$ cat src/rtl/pdw_pkg.sv
// Package: shared types of the power-down wake-up controller.
// Assumes: action codes are decoded by the core, so their values are fixed.
package pdw_pkg;

    typedef enum logic [1:0] {
        ACT_FULL_RST = 2'd0,
        ACT_PC_RST   = 2'd1,
        ACT_CONTINUE = 2'd2,
        ACT_TAKE_IRQ = 2'd3
    } resume_act_e;

    typedef enum logic [2:0] {
        ST_RUN,
        ST_HALT,
        ST_WAIT,
        ST_GAP,
        ST_FIRE
    } pdw_state_e;

endpackage

$ cat src/rtl/pdw_pin_edge.sv
// Module: pdw_pin_edge
// Synchronises the wake pins, expands the per-nibble enables and flags an
// enabled falling edge. Assumes pins idle high. The previous-value register
// tracks all the time, so an edge seen while disarmed is lost.
module pdw_pin_edge #(
    parameter int PA_W  = 8,
    parameter int NIB_N = 2
) (
    input  logic                 clk,
    input  logic                 rst_n,
    input  logic                 arm_i,
    input  logic [PA_W-1:0]      pa_i,
    input  logic [PA_W-1:0]      pa_wen_i,
    input  logic [4*NIB_N-1:0]   px_i,
    input  logic [NIB_N-1:0]     px_wen_i,
    output logic                 fall_o
);
    localparam int PX_W  = 4 * NIB_N;
    localparam int ALL_W = PA_W + PX_W;

    logic [ALL_W-1:0] meta_q, sync_q, prev_q, pin_en;

    // Expand each nibble enable over its four pins.
    generate
        for (genvar k = 0; k < NIB_N; k++) begin : g_nib
            assign pin_en[PA_W+4*k +: 4] = {4{px_wen_i[k]}};
        end
    endgenerate
    assign pin_en[PA_W-1:0] = pa_wen_i;

    // Two-flop synchroniser followed by the previous-value stage.
    always_ff @(posedge clk) begin
        if (!rst_n) begin
            meta_q <= '1;
            sync_q <= '1;
            prev_q <= '1;
        end else begin
            meta_q <= {px_i, pa_i};
            sync_q <= meta_q;
            prev_q <= sync_q;
        end
    end

    // An enabled pin that was high and is now low, counted only when armed.
    assign fall_o = arm_i && |(prev_q & ~sync_q & pin_en);

endmodule

$ cat src/rtl/pdw_src_arb.sv
// Module: pdw_src_arb
// Combines the wake sources while halted and picks the resume action by
// fixed priority. Assumes interrupt inputs are synchronous to clk.
module pdw_src_arb
    import pdw_pkg::*;
#(
    parameter int IRQ_N = 3
) (
    input  logic              halted_i,
    input  logic              ext_rst_i,
    input  logic              wdt_ovf_i,
    input  logic [IRQ_N-1:0]  irq_req_i,
    input  logic [IRQ_N-1:0]  irq_pend_i,
    input  logic [IRQ_N-1:0]  irq_en_i,
    input  logic              stack_full_i,
    input  logic              pin_fall_i,
    output logic              wake_o,
    output resume_act_e       act_o
);
    logic [IRQ_N-1:0] fresh_irq;
    logic             irq_wake, irq_serv;

    // Only requests raised after halt entry may wake.
    assign fresh_irq = irq_req_i & ~irq_pend_i;
    assign irq_wake  = |fresh_irq;
    assign irq_serv  = (|(fresh_irq & irq_en_i)) && !stack_full_i;

    assign wake_o = halted_i && (ext_rst_i || wdt_ovf_i || irq_wake || pin_fall_i);

    // Priority: external reset, watchdog, interrupt, pin.
    always_comb begin
        if (ext_rst_i)      act_o = ACT_FULL_RST;
        else if (wdt_ovf_i) act_o = ACT_PC_RST;
        else if (irq_wake)  act_o = irq_serv ? ACT_TAKE_IRQ : ACT_CONTINUE;
        else                act_o = ACT_CONTINUE;
    end

endmodule

$ cat src/rtl/pdw_delay.sv
// Module: pdw_delay
// Counts the stabilisation delay after a wake. done_o is high in the last
// of WAKE_DELAY busy cycles. Assumes WAKE_DELAY >= 2 and no start while busy.
module pdw_delay #(
    parameter int WAKE_DELAY = 1024
) (
    input  logic clk,
    input  logic rst_n,
    input  logic start_i,
    output logic done_o
);
    localparam int CW = (WAKE_DELAY > 2) ? $clog2(WAKE_DELAY) : 1;
    localparam logic [CW-1:0] LAST = CW'(WAKE_DELAY - 1);

    logic [CW-1:0] cnt_q;
    logic          busy_q;

    // Load on start, then count until the last cycle of the window.
    always_ff @(posedge clk) begin
        if (!rst_n) begin
            cnt_q  <= '0;
            busy_q <= 1'b0;
        end else if (start_i) begin
            cnt_q  <= '0;
            busy_q <= 1'b1;
        end else if (busy_q) begin
            cnt_q  <= cnt_q + 1'b1;
            busy_q <= (cnt_q != LAST);
        end
    end

    assign done_o = busy_q && (cnt_q == LAST);

endmodule

$ cat src/rtl/pdwake_ctrl.sv
// Module: pdwake_ctrl (top)
// Sequences halt, wake acceptance, stabilisation delay and resume signalling.
// Assumes halt_i is only strobed while clk_run_o is 1 and no strobe comes
// in the cycle resume_valid_o is high; those strobes are ignored.
module pdwake_ctrl
    import pdw_pkg::*;
#(
    parameter int PA_W       = 8,
    parameter int NIB_N      = 2,
    parameter int IRQ_N      = 3,
    parameter int WAKE_DELAY = 1024
) (
    input  logic               clk,
    input  logic               rst_n,
    input  logic               halt_i,
    input  logic               ext_rst_i,
    input  logic               wdt_ovf_i,
    input  logic [PA_W-1:0]    pa_i,
    input  logic [PA_W-1:0]    pa_wen_i,
    input  logic [4*NIB_N-1:0] px_i,
    input  logic [NIB_N-1:0]   px_wen_i,
    input  logic [IRQ_N-1:0]   irq_req_i,
    input  logic [IRQ_N-1:0]   irq_en_i,
    input  logic               stack_full_i,
    output logic               clk_run_o,
    output logic               resume_valid_o,
    output logic [1:0]         resume_act_o
);
    pdw_state_e       state_q;
    resume_act_e      act_q, arb_act;
    logic [IRQ_N-1:0] pend_q;
    logic             halted, pin_fall, wake, delay_done;

    assign halted = (state_q == ST_HALT);

    pdw_pin_edge #(.PA_W(PA_W), .NIB_N(NIB_N)) u_pins (
        .clk      (clk),
        .rst_n    (rst_n),
        .arm_i    (halted),
        .pa_i     (pa_i),
        .pa_wen_i (pa_wen_i),
        .px_i     (px_i),
        .px_wen_i (px_wen_i),
        .fall_o   (pin_fall)
    );

    pdw_src_arb #(.IRQ_N(IRQ_N)) u_arb (
        .halted_i     (halted),
        .ext_rst_i    (ext_rst_i),
        .wdt_ovf_i    (wdt_ovf_i),
        .irq_req_i    (irq_req_i),
        .irq_pend_i   (pend_q),
        .irq_en_i     (irq_en_i),
        .stack_full_i (stack_full_i),
        .pin_fall_i   (pin_fall),
        .wake_o       (wake),
        .act_o        (arb_act)
    );

    pdw_delay #(.WAKE_DELAY(WAKE_DELAY)) u_delay (
        .clk     (clk),
        .rst_n   (rst_n),
        .start_i (wake),
        .done_o  (delay_done)
    );

    // Main sequence: run -> halt -> wait -> (gap) -> fire -> run.
    always_ff @(posedge clk) begin
        if (!rst_n) begin
            state_q <= ST_RUN;
            act_q   <= ACT_CONTINUE;
            pend_q  <= '0;
        end else begin
            case (state_q)
                ST_RUN: if (halt_i) begin
                    state_q <= ST_HALT;
                    pend_q  <= irq_req_i;
                end
                ST_HALT: if (wake) begin
                    state_q <= ST_WAIT;
                    act_q   <= arb_act;
                end
                ST_WAIT: if (delay_done) begin
                    state_q <= (act_q == ACT_TAKE_IRQ) ? ST_GAP : ST_FIRE;
                end
                ST_GAP:  state_q <= ST_FIRE;
                ST_FIRE: state_q <= ST_RUN;
                default: state_q <= ST_RUN;
            endcase
        end
    end

    // Output decode from the sequence state.
    assign clk_run_o      = (state_q == ST_RUN) || (state_q == ST_GAP) || (state_q == ST_FIRE);
    assign resume_valid_o = (state_q == ST_FIRE);
    assign resume_act_o   = act_q;

endmodule

$ cat config.mk
export PLATFORM = sky130hd
export DESIGN_NAME = pdwake_ctrl
export DESIGN_NICKNAME = d
export VERILOG_FILES = /design/src/rtl/pdw_pkg.sv /design/src/rtl/pdw_pin_edge.sv /design/src/rtl/pdw_src_arb.sv /design/src/rtl/pdw_delay.sv /design/src/rtl/pdwake_ctrl.sv
export SDC_FILE = /design/constraint.sdc
export NUM_CORES = 1
export LEC_CHECK = 0
export BUFFER_PORTS_ARGS = -buffer_cell sky130_fd_sc_hd__buf_4
export CORE_ASPECT_RATIO = 0.9
export CORE_MARGIN = 5
export CORE_UTILIZATION = 23
export DETAILED_ROUTE_END_ITERATION = 10
export PLACE_DENSITY = 0.36
export SYNTH_ARGS = -nofsm -noshare
export SYNTH_HDL_FRONTEND = slang
export SYNTH_HIERARCHICAL = 1
export SYNTH_SLANG_ARGS = --single-unit
$ cat constraint.sdc
create_clock -name clk -period 5.6 [get_ports clk]
set_input_delay 0.28 -clock clk [delete_from_list [all_inputs] [get_ports clk]]
set_output_delay 0.28 -clock clk [all_outputs]
set_load 0.02 [all_outputs]
# [Yosys cells after proc, flatten, opt, wreduce, memory -nomap -nowiden]
# Cells that the tools add are included.
[totals] ff_bits=67 latch_bits=0 mem_bits_rw=0 mem_bits_ro=0 out_inout_bits=4 n_memories=0
[op_classes] n_addsub=1 mul=0 div=0 n_lt_le_gt_ge=0 eq_ne=10 n_shift=0 mux=11 bitwise=7 reduce_logical=18
[ops] operator="$and 16x16->16" count=2
[ops] operator="$not 16->16" count=1
[ops] operator="$reduce_or 16->1" count=1
[ops] operator="$mux 3" count=4
[ops] operator="$pmux 3 s4" count=1
[ops] operator="$add 10x1->10 const B" count=1
[ops] operator="$eq 10x10->1 const B" count=1
[ops] operator="$ne 10x10->1 const B" count=1
[ops] operator="$and 3x3->3" count=2
[ops] operator="$eq 3x2->1 const B" count=2
[ops] operator="$mux 2" count=3
[ops] operator="$ne 2x2->1 const B" count=3
[ops] operator="$reduce_or 3->1" count=2
[ops] operator="$logic_or 1x1->1" count=5
[ops] operator="$logic_and 1x1->1" count=4
[ops] operator="$reduce_and 2->1" count=2
[ops] operator="$eq 3x1->1 const B" count=1
[ops] operator="$eq 3x3->1 const B" count=1
[ops] operator="$logic_not 3->1" count=1
[ops] operator="$mux 1" count=3
[ops] operator="$not 3->3" count=1
[ops] operator="$reduce_and 3->1" count=1
[ops] operator="$eq 2x2->1 const B" count=1
[ops] operator="$reduce_or 2->1" count=1
[ops] operator="2 further kinds" count=2

# [Depth between registers and ports, before layout]
# Gate-level depths: netlist (run 1).
[depth] depth_word=9 mapped_depth=8 mapped_depth_nobuf=8

# [Modules after synthesis]
# Netlist (run 1), hierarchy kept.
[modules_own_cells] module="pdw_pin_edge" instances=1 cells_per_inst=130 area_per_inst_um2=1433.9
[modules_own_cells] module="pdw_delay" instances=1 cells_per_inst=56 area_per_inst_um2=504.2
[modules_own_cells] module="pdwake_ctrl" instances=1 cells_per_inst=36 area_per_inst_um2=387.9
[modules_own_cells] module="pdw_src_arb" instances=1 cells_per_inst=13 area_per_inst_um2=90.1

# [Worst setup path after synthesis (run 1)]
# Ideal clock, no wire load.
[synth_timing] path_kind="register -> register" startpoint="register u_pins.sync_q[0]" endpoint="register act_q[1] (netlist: resume_act_o[1])" setup_time_ps=115 t_arrival_ps=1674 slack_ps=3811 stages_incl_launch_ff=9 path_buffers=0 cell_sequence="dfxtp_1 nand3b_1 o21ai_1 nor4_2 a31oi_1 o41a_1 and4bb_2 mux2i_1 nand2_1"
[synth_via] elab_chain_cells=8
[synth_rtl] item="start: declaration" line_no="pdw_pin_edge.sv:21" text="logic [ALL_W-1:0] meta_q, sync_q, prev_q, pin_en;"
[synth_rtl] item="start signal: assignment" line_no="pdw_pin_edge.sv:39" text="sync_q <= meta_q;"
[synth_rtl] item="$not 16->16" line_no="pdw_pin_edge.sv:45" text="assign fall_o = arm_i && |(prev_q & ~sync_q & pin_en);"
[synth_rtl] item="$and 16x16->16 (2 in a row)" line_no="pdw_pin_edge.sv:45"
[synth_rtl] item="$reduce_or 16->1" line_no="pdw_pin_edge.sv:45"
[synth_rtl] item="$logic_and 1x1->1" line_no="pdw_pin_edge.sv:45"
[synth_rtl] item="via pin_fall" line_no="pdwake_ctrl.sv:32" text="logic halted, pin_fall, wake, delay_done;"
[synth_rtl] item="$logic_or 1x1->1" line_no="pdw_src_arb.sv:28" text="assign wake_o = halted_i && (ext_rst_i || wdt_ovf_i || irq_wake || pin_fall_i);"
[synth_rtl] item="$logic_and 1x1->1" line_no="pdw_src_arb.sv:28"
[synth_rtl] item="via wake" line_no="pdwake_ctrl.sv:32"
[synth_rtl] item="$reduce_and 2->1 (no source line)"
[synth_rtl] item="end signal: assignment" line_no="pdwake_ctrl.sv:81" text="act_q <= arb_act;"
[synth_rtl] item="end: declaration" line_no="pdwake_ctrl.sv:30" text="resume_act_e act_q, arb_act;"
# The timed path passes the listed nets, and every way through them passes these cells.
# A chain may end at the register's enable or synchronous reset.

# [Worst setup path in the final report (run 1)]
[layout_timing] startpoint="register state_q[0]" endpoint="register act_q[1] (netlist: resume_act_o[1])"
[layout_via] elab_chain_cells=5
[layout_rtl] item="start: declaration" line_no="pdwake_ctrl.sv:29" text="pdw_state_e state_q;"
[layout_rtl] item="start signal: assignment" line_no="pdwake_ctrl.sv:84" text="state_q <= (act_q == ACT_TAKE_IRQ) ? ST_GAP : ST_FIRE;"
[layout_rtl] item="$eq 3x1->1" line_no="pdwake_ctrl.sv:34" text="assign halted = (state_q == ST_HALT);"
[layout_rtl] item="via halted" line_no="pdwake_ctrl.sv:32"
[layout_rtl] item="$logic_and 1x1->1" line_no="pdw_pin_edge.sv:45"
[layout_rtl] item="via pin_fall" line_no="pdwake_ctrl.sv:32"
[layout_rtl] item="$logic_or 1x1->1" line_no="pdw_src_arb.sv:28"
[layout_rtl] item="$logic_and 1x1->1" line_no="pdw_src_arb.sv:28"
[layout_rtl] item="via wake" line_no="pdwake_ctrl.sv:32"
[layout_rtl] item="$reduce_and 2->1 (no source line)"
# The timed path passes the listed nets, and every way through them passes these cells.

==> results.ini, run 1 <==
[floorplan]
die_area_um2 = 12660
chipWidth_um = 118.0
start_util_pct = 23.58
coreArea_um2 = 10250
rows = 35
die_height_um = 107.2
ioPinCount = 42

[sta]
min_period_ns = 2.068
rsz0062_at_grt = false
clock-skew-final_ns = 0.003858
worst_pin_slew_ns = 0.5928
whs_ns = 0.1349
setup_viol = 0
maxSlewHeadroom_pct = 60.48
hold_violations = 0
setup_tns_ns = 0
fmax_mhz = 483.6
fin_crit_sh_pct = 36.93
setup_slack_ns = 3.532
slew_violations = 0

[synth]
synth_top_cell_by_area = dfxtp_1
synth_cells = 235
synth.area.top_cells = dfxtp_1 (56%), nand2b_1 (12%), mux2i_1 (2.5%), nand2_1 (2.3%), inv_1 (2.2%)
syn_area_um2 = 2416
yosysWarnings = 6
synth_edf_count = 0
synth_fp_nets = 274
synth_top_area_share_pct = 55.52
ys_async_sr_fraction_pct = 0
synth.avg_cell_area_um2 = 10.28
synth-seq-area-share_pct = 55.52
synth_cell_type_count = 43
synth_top_flop_cell = dfxtp_1
ys_seq_elements = 67

[final_layout]
area_growth_pct = 28.69
finalInstanceArea_um2 = 3109
drive_above_1_share_pct = 24.03
final_cell_mix = dfxtp_1 (67), nand2b_1 (48), buf_4 (41)
antennaDiodeCount = 0
final_common_cell = dfxtp_1
fin_nets = 317

[place]
detailedPlace.worstSlack_ns = 3.506
io_buffers = 41
routabilityCongestion = 0.7261
hpwl_um = 3161
dpl-instance-area_um2 = 2833

[routing]
drt_first_pass_iters = 7
ant_nets = 0
wire_per_inst_um = 10.95
drc = 0
viasPerCell = 3.920
totalWireLength_um = 4510
vias = 1615
first_iter_violations = 42

[cts]
h-tree-depth = 3
path_clk_slew_ns = 0.06
cts_resized = 0
postCtsSetupBuffers = 0
cts_tree = built
hold_buffers = 0
cts_buffers = 9
clockBufferDepth = 2
clk-insertion-delay-late_ns = 0.32
root_buffer = clkbuf_16
cts.sinks = 67

[worst_setup_path]
critical_path_class = reg -> reg
cp_max_fo = 11
crit_path_end_kind = flip-flop
worstSetupStartpointType = flip-flop
cp.required_ns = 5.79
arrival_ns = 2.25

[global_route]
grt_pass1_vias = 1595
grt_usage_pct = 7.706
grt_pass1_wl_um = 7728
grt_overflow = 0
grt_start_max_net_pins = 59
antenna_found_initial = 0

[status]
outcome = complete, no violations

[pwr]
powerDensity_nw_per_um2 = 352.4
ir_drop_mv = 0.1179
p_leak_nw = 1.268

[run]
maxCapViolCount = 0

[hold_path]
hold_class = in -> reg

## flip-flops by register name (all words and copies together), names as in the netlist
name and count:
pend_q 3, state_q 3, u_pins/sync_q 16, u_delay/cnt_q 10, u_delay/busy_q 1, resume_act_o 2, u_pins/meta_q 16, u_pins/prev_q 16
## cells by family after synthesis
family                   Yosys count  synth area share, %
buffers and inverters             23                4.350
XOR/XNOR                           4                1.450
flip-flops                        67                55.52
AO/OA/AOI/OAI                     31                9.011
multiplexers                       7                2.952
AND/OR/NAND/NOR                  102                26.20
adder cells (fa/ha/maj)            1               0.5178
## cells in the mapped netlist, types with 3 or more instances
library cell	number
xor2_1	3
inv_1	14
buf_2	6
nand2_1	15
or4_1	3
o31ai_1	3
dfxtp_1	67
nor2b_1	6
o21ai_0	3
nor2_1	9
o22ai_1	7
mux2i_1	6
a21oi_1	5
nand2b_1	48
nand3b_1	4
## layer usage
| layer | track usage [%] | share of wire (%) | vias to the layer above |
|---|---|---|---|
| li1 | - | - | 876 |
| met2 | 11.11 | 43 | 28 |
| met3 | 2.690 | 3.6 | 5 |
| met4 | 4.177 | 2.2 | 0 |
| met1 | 10.04 | 51 | 706 |
| met5 | 0 | 0 | - |
## area by class of cell
class                      count  area (um^2)
clock buffer                   9        225.2
timing repair buffer          41        307.8
clock inverter                 7        51.30
sequential                    67         1341
multi-input combinational    145        969.7
fill                        1107         7138
tap                          129        161.4
inverter                      14        52.55
## critical path, stage by stage, from the launching register on
cell and delay, ns:
dfxtp_1 0.55, nor3b_1 0.30, inv_1 0.07, a31oi_1 0.17
o41a_1 0.28, and4bb_2 0.30, mux2i_1 0.19, nand2_1 0.06
## where the power goes
| group | switching (W) | total, W | internal, W |
|---|---|---|---|
| logic | 0.0000319 | 0.0000760 | 0.0000441 |
| registers | 0.0000125 | 0.000509 | 0.000496 |
| clock network | 0.000210 | 0.000511 | 0.000301 |
## final timing paths
kind	start	to	slack, ns	cells after the start
setup / recovery	state_q[0]	resume_act_o[1]	3.53	7
setup reg to reg	state_q[0]	resume_act_o[1]	3.53	7
hold / removal	pa_i[7]	u_pins/meta_q[7]	0.13	2
hold reg to reg	u_pins/meta_q[9]	u_pins/sync_q[9]	0.40	1
## per-stage QoR
step | utilization, % | power, W | cells
2_1_floorplan | - | 0.0005649 | 235
3_3_place_gp | 27.64 | 0.0005977 | 396
3_5_place_dp | 27.64 | 0.0005976 | 396
4_1_cts | 30.34 | 0.001124 | 412
5_1_grt | 30.34 | 0.001159 | 412
6_report | 30.34 | 0.001096 | 412
No activity file was read; power rests on OpenSTA's default activity.
==> inputs of run 2 (changes only) <==
PLACE_DENSITY = 0.37   (was 0.36)
clock period = 1.9 ns   (was 5.6 ns; I/O delays follow)
==> run 2 against run 1 <==
Clock power rose to 3.3 times the previous value. Via count rose by 6.4%. Largest cell class unchanged. Flip-flop and latch count did not move.
==> results.ini, run 2 (synthesis gave the netlist of run 1 again) <==
[cts]
cts_buffers = 9  ; unchanged
path_clk_slew_ns = 0.06  ; about the same
clockBufferDepth = 2  ; unchanged
cts.sinks = 67  ; unchanged
cts_tree = built
root_buffer = clkbuf_16
h-tree-depth = 3  ; unchanged
clk-insertion-delay-late_ns = 0.32  ; about the same

[floorplan]
rows = 35  ; unchanged
ioPinCount = 42  ; unchanged
start_util_pct = 23.58  ; unchanged
die_height_um = 107.2  ; unchanged
die_area_um2 = 12660  ; unchanged
chipWidth_um = 118.0  ; unchanged
coreArea_um2 = 10250  ; unchanged

[final_layout]
largestRegisters = u_pins/meta_q: 16 flops, u_pins/prev_q: 16 flops, u_pins/sync_q: 16 flops
final_cell_mix = dfxtp_1 (64), buf_4 (55), nand2b_1 (48)
area_growth_pct = 42.10
antennaDiodeCount = 0  ; unchanged
drive_above_1_share_pct = 28.03  ; +4.0 points
fin_nets = 348  ; +9.8%
stdcell_count = 443  ; +7.5%
fillerInstances = 1101  ; -0.54%
final_common_cell = dfxtp_1
final_core_util_pct = 33.50  ; +3.2 points

[worst_setup_path]
crit_path_end_kind = flip-flop
cp.required_ns = 2.11  ; -3.68 ns
cp_max_fo = 4  ; -7
critical_path_class = reg -> reg
worstSetupStartpointType = flip-flop
arrival_ns = 2.06  ; -0.19 ns

[sta]
setup_tns_ns = 0  ; unchanged
min_period_ns = 1.851  ; -0.2166 ns
fmax_mhz = 540.2  ; +12%
hold_violations = 0  ; unchanged
worst_pin_slew_ns = 0.5412  ; -0.05156 ns
maxSlewHeadroom_pct = 63.92  ; +3.4 points
fin_crit_sh_pct = 97.44  ; +61 points
whs_ns = 0.05027  ; -0.08468 ns
setup_viol = 0  ; unchanged
slew_violations = 0  ; unchanged
rsz0062_at_grt = true
clock-skew-final_ns = 0.007774  ; +0.003917 ns

[hold_path]
hold_class = in -> reg

[routing]
first_iter_violations = 79  ; +88%
ant_nets = 0  ; unchanged
vias = 1719  ; +6.4%
wire_per_inst_um = 10.56  ; -3.5%
drc = 0  ; unchanged
drt_first_pass_iters = 4  ; -3
viasPerCell = 3.880  ; -1.0%
totalWireLength_um = 4680  ; +3.8%

[pwr]
powerDensity_nw_per_um2 = 1011  ; +190%
ir_drop_mv = 0.3660  ; +210%
p_leak_nw = 1.426  ; +12%

[place]
io_buffers = 41  ; unchanged
routabilityCongestion = 0.6605  ; -9.0%
dp_cells = 409  ; +3.3%
hpwl_um = 3321  ; +5.1%

[global_route]
grt_usage_pct = 7.725  ; +0.019 points
antenna_found_initial = 0  ; unchanged
grt_pass1_wl_um = 7783  ; +0.71%
grt_overflow = 0  ; unchanged
grt_start_max_net_pins = 52  ; -12%
grt_pass1_vias = 1678  ; +5.2%

[status]
outcome = complete, no violations

[run]
maxCapViolCount = 0  ; unchanged

==> run 2: cell types whose count changed in the layout (fill, tap and decap cells not counted), sizes merged <==
cell	change
buf	+14
bufinv	+1
clkinv	-1
clkinvlp	-1
dlygate4sd3	+17
inv	+1
==> run 2: what timing repair did <==
item                                   4_1_cts  5_1_grt
hold buffers                                17        0
setup buffers                                1        0
pin swaps                                    4        4
setup endpoints to repair                    2       11
endpoints found under the hold margin       17        0
gates resized for setup                      1        5
==> run 2: area by class of cell <==
| cell class | instances | area (um^2) | share of cell area [%] |
|---|---|---|---|
| Clock buffer | 9 | 225.2 | 6.560 |
| Timing Repair Buffer | 72 | 583.1 | 16.98 |
| Inverter | 14 | 52.55 | 1.531 |
| Sequential cell | 67 | 1345 | 39.18 |
| Tap cell | 129 | 161.4 | 4.701 |
| Clock inverter | 7 | 83.83 | 2.442 |
| Multi-Input combinational cell | 145 | 982.2 | 28.61 |
==> run 2: worst max-delay path, cell delays in order (launching register included) <==
cell      delay [ns]
dfxtp_1         0.34
o22ai_1         0.12
nor4_2          0.26
a31oi_1         0.13
o41a_1          0.42
and4bb_2        0.27
mux2i_1         0.15
nand2_1         0.06
==> run 2: final timing paths <==
check	endpoint	startpoint	cells after the start	slack (ns)
min reg2reg	u_pins/sync_q[11]	u_pins/meta_q[11]	1	0.40
max reg2reg	resume_act_o[1]	u_pins/sync_q[4]	7	0.05
max	resume_act_o[1]	u_pins/sync_q[4]	7	0.05
min	pend_q[1]	irq_req_i[1]	3	0.05
==> run 2: per-stage QoR <==
step	power [W]	instance area, um^2	setup slack (ns)
5_1_grt	0.003637	3433	-0.04997
2_1_floorplan	0.001665	2416	0.1108
4_1_cts	0.003540	3418	0.002809
3_5_place_dp	0.001781	2930	-0.001137
3_3_place_gp	0.001783	2930	0.02750
6_report	0.003471	3433	0.04869
==> run 2: routing by layer <==
| metal | routed length [um] | GRT usage, % | vias up |
|---|---|---|---|
| met5 | 0 | 0 | - |
| met4 | 93 | 3.686 | 0 |
| met3 | 194 | 2.901 | 6 |
| met2 | 1969 | 11.31 | 33 |
| met1 | 2423 | 10.00 | 741 |
| li1 | - | - | 939 |
==> run 2: where the power goes <==
part	switching, W	internal [W]	total (W)	leakage, nW
clock network	0.000655	0.00104	0.00169	0.149
registers	0.0000228	0.00146	0.00149	0.550
logic	0.000120	0.000173	0.000293	0.728
total	0.000797	0.00267	0.00347	1.43
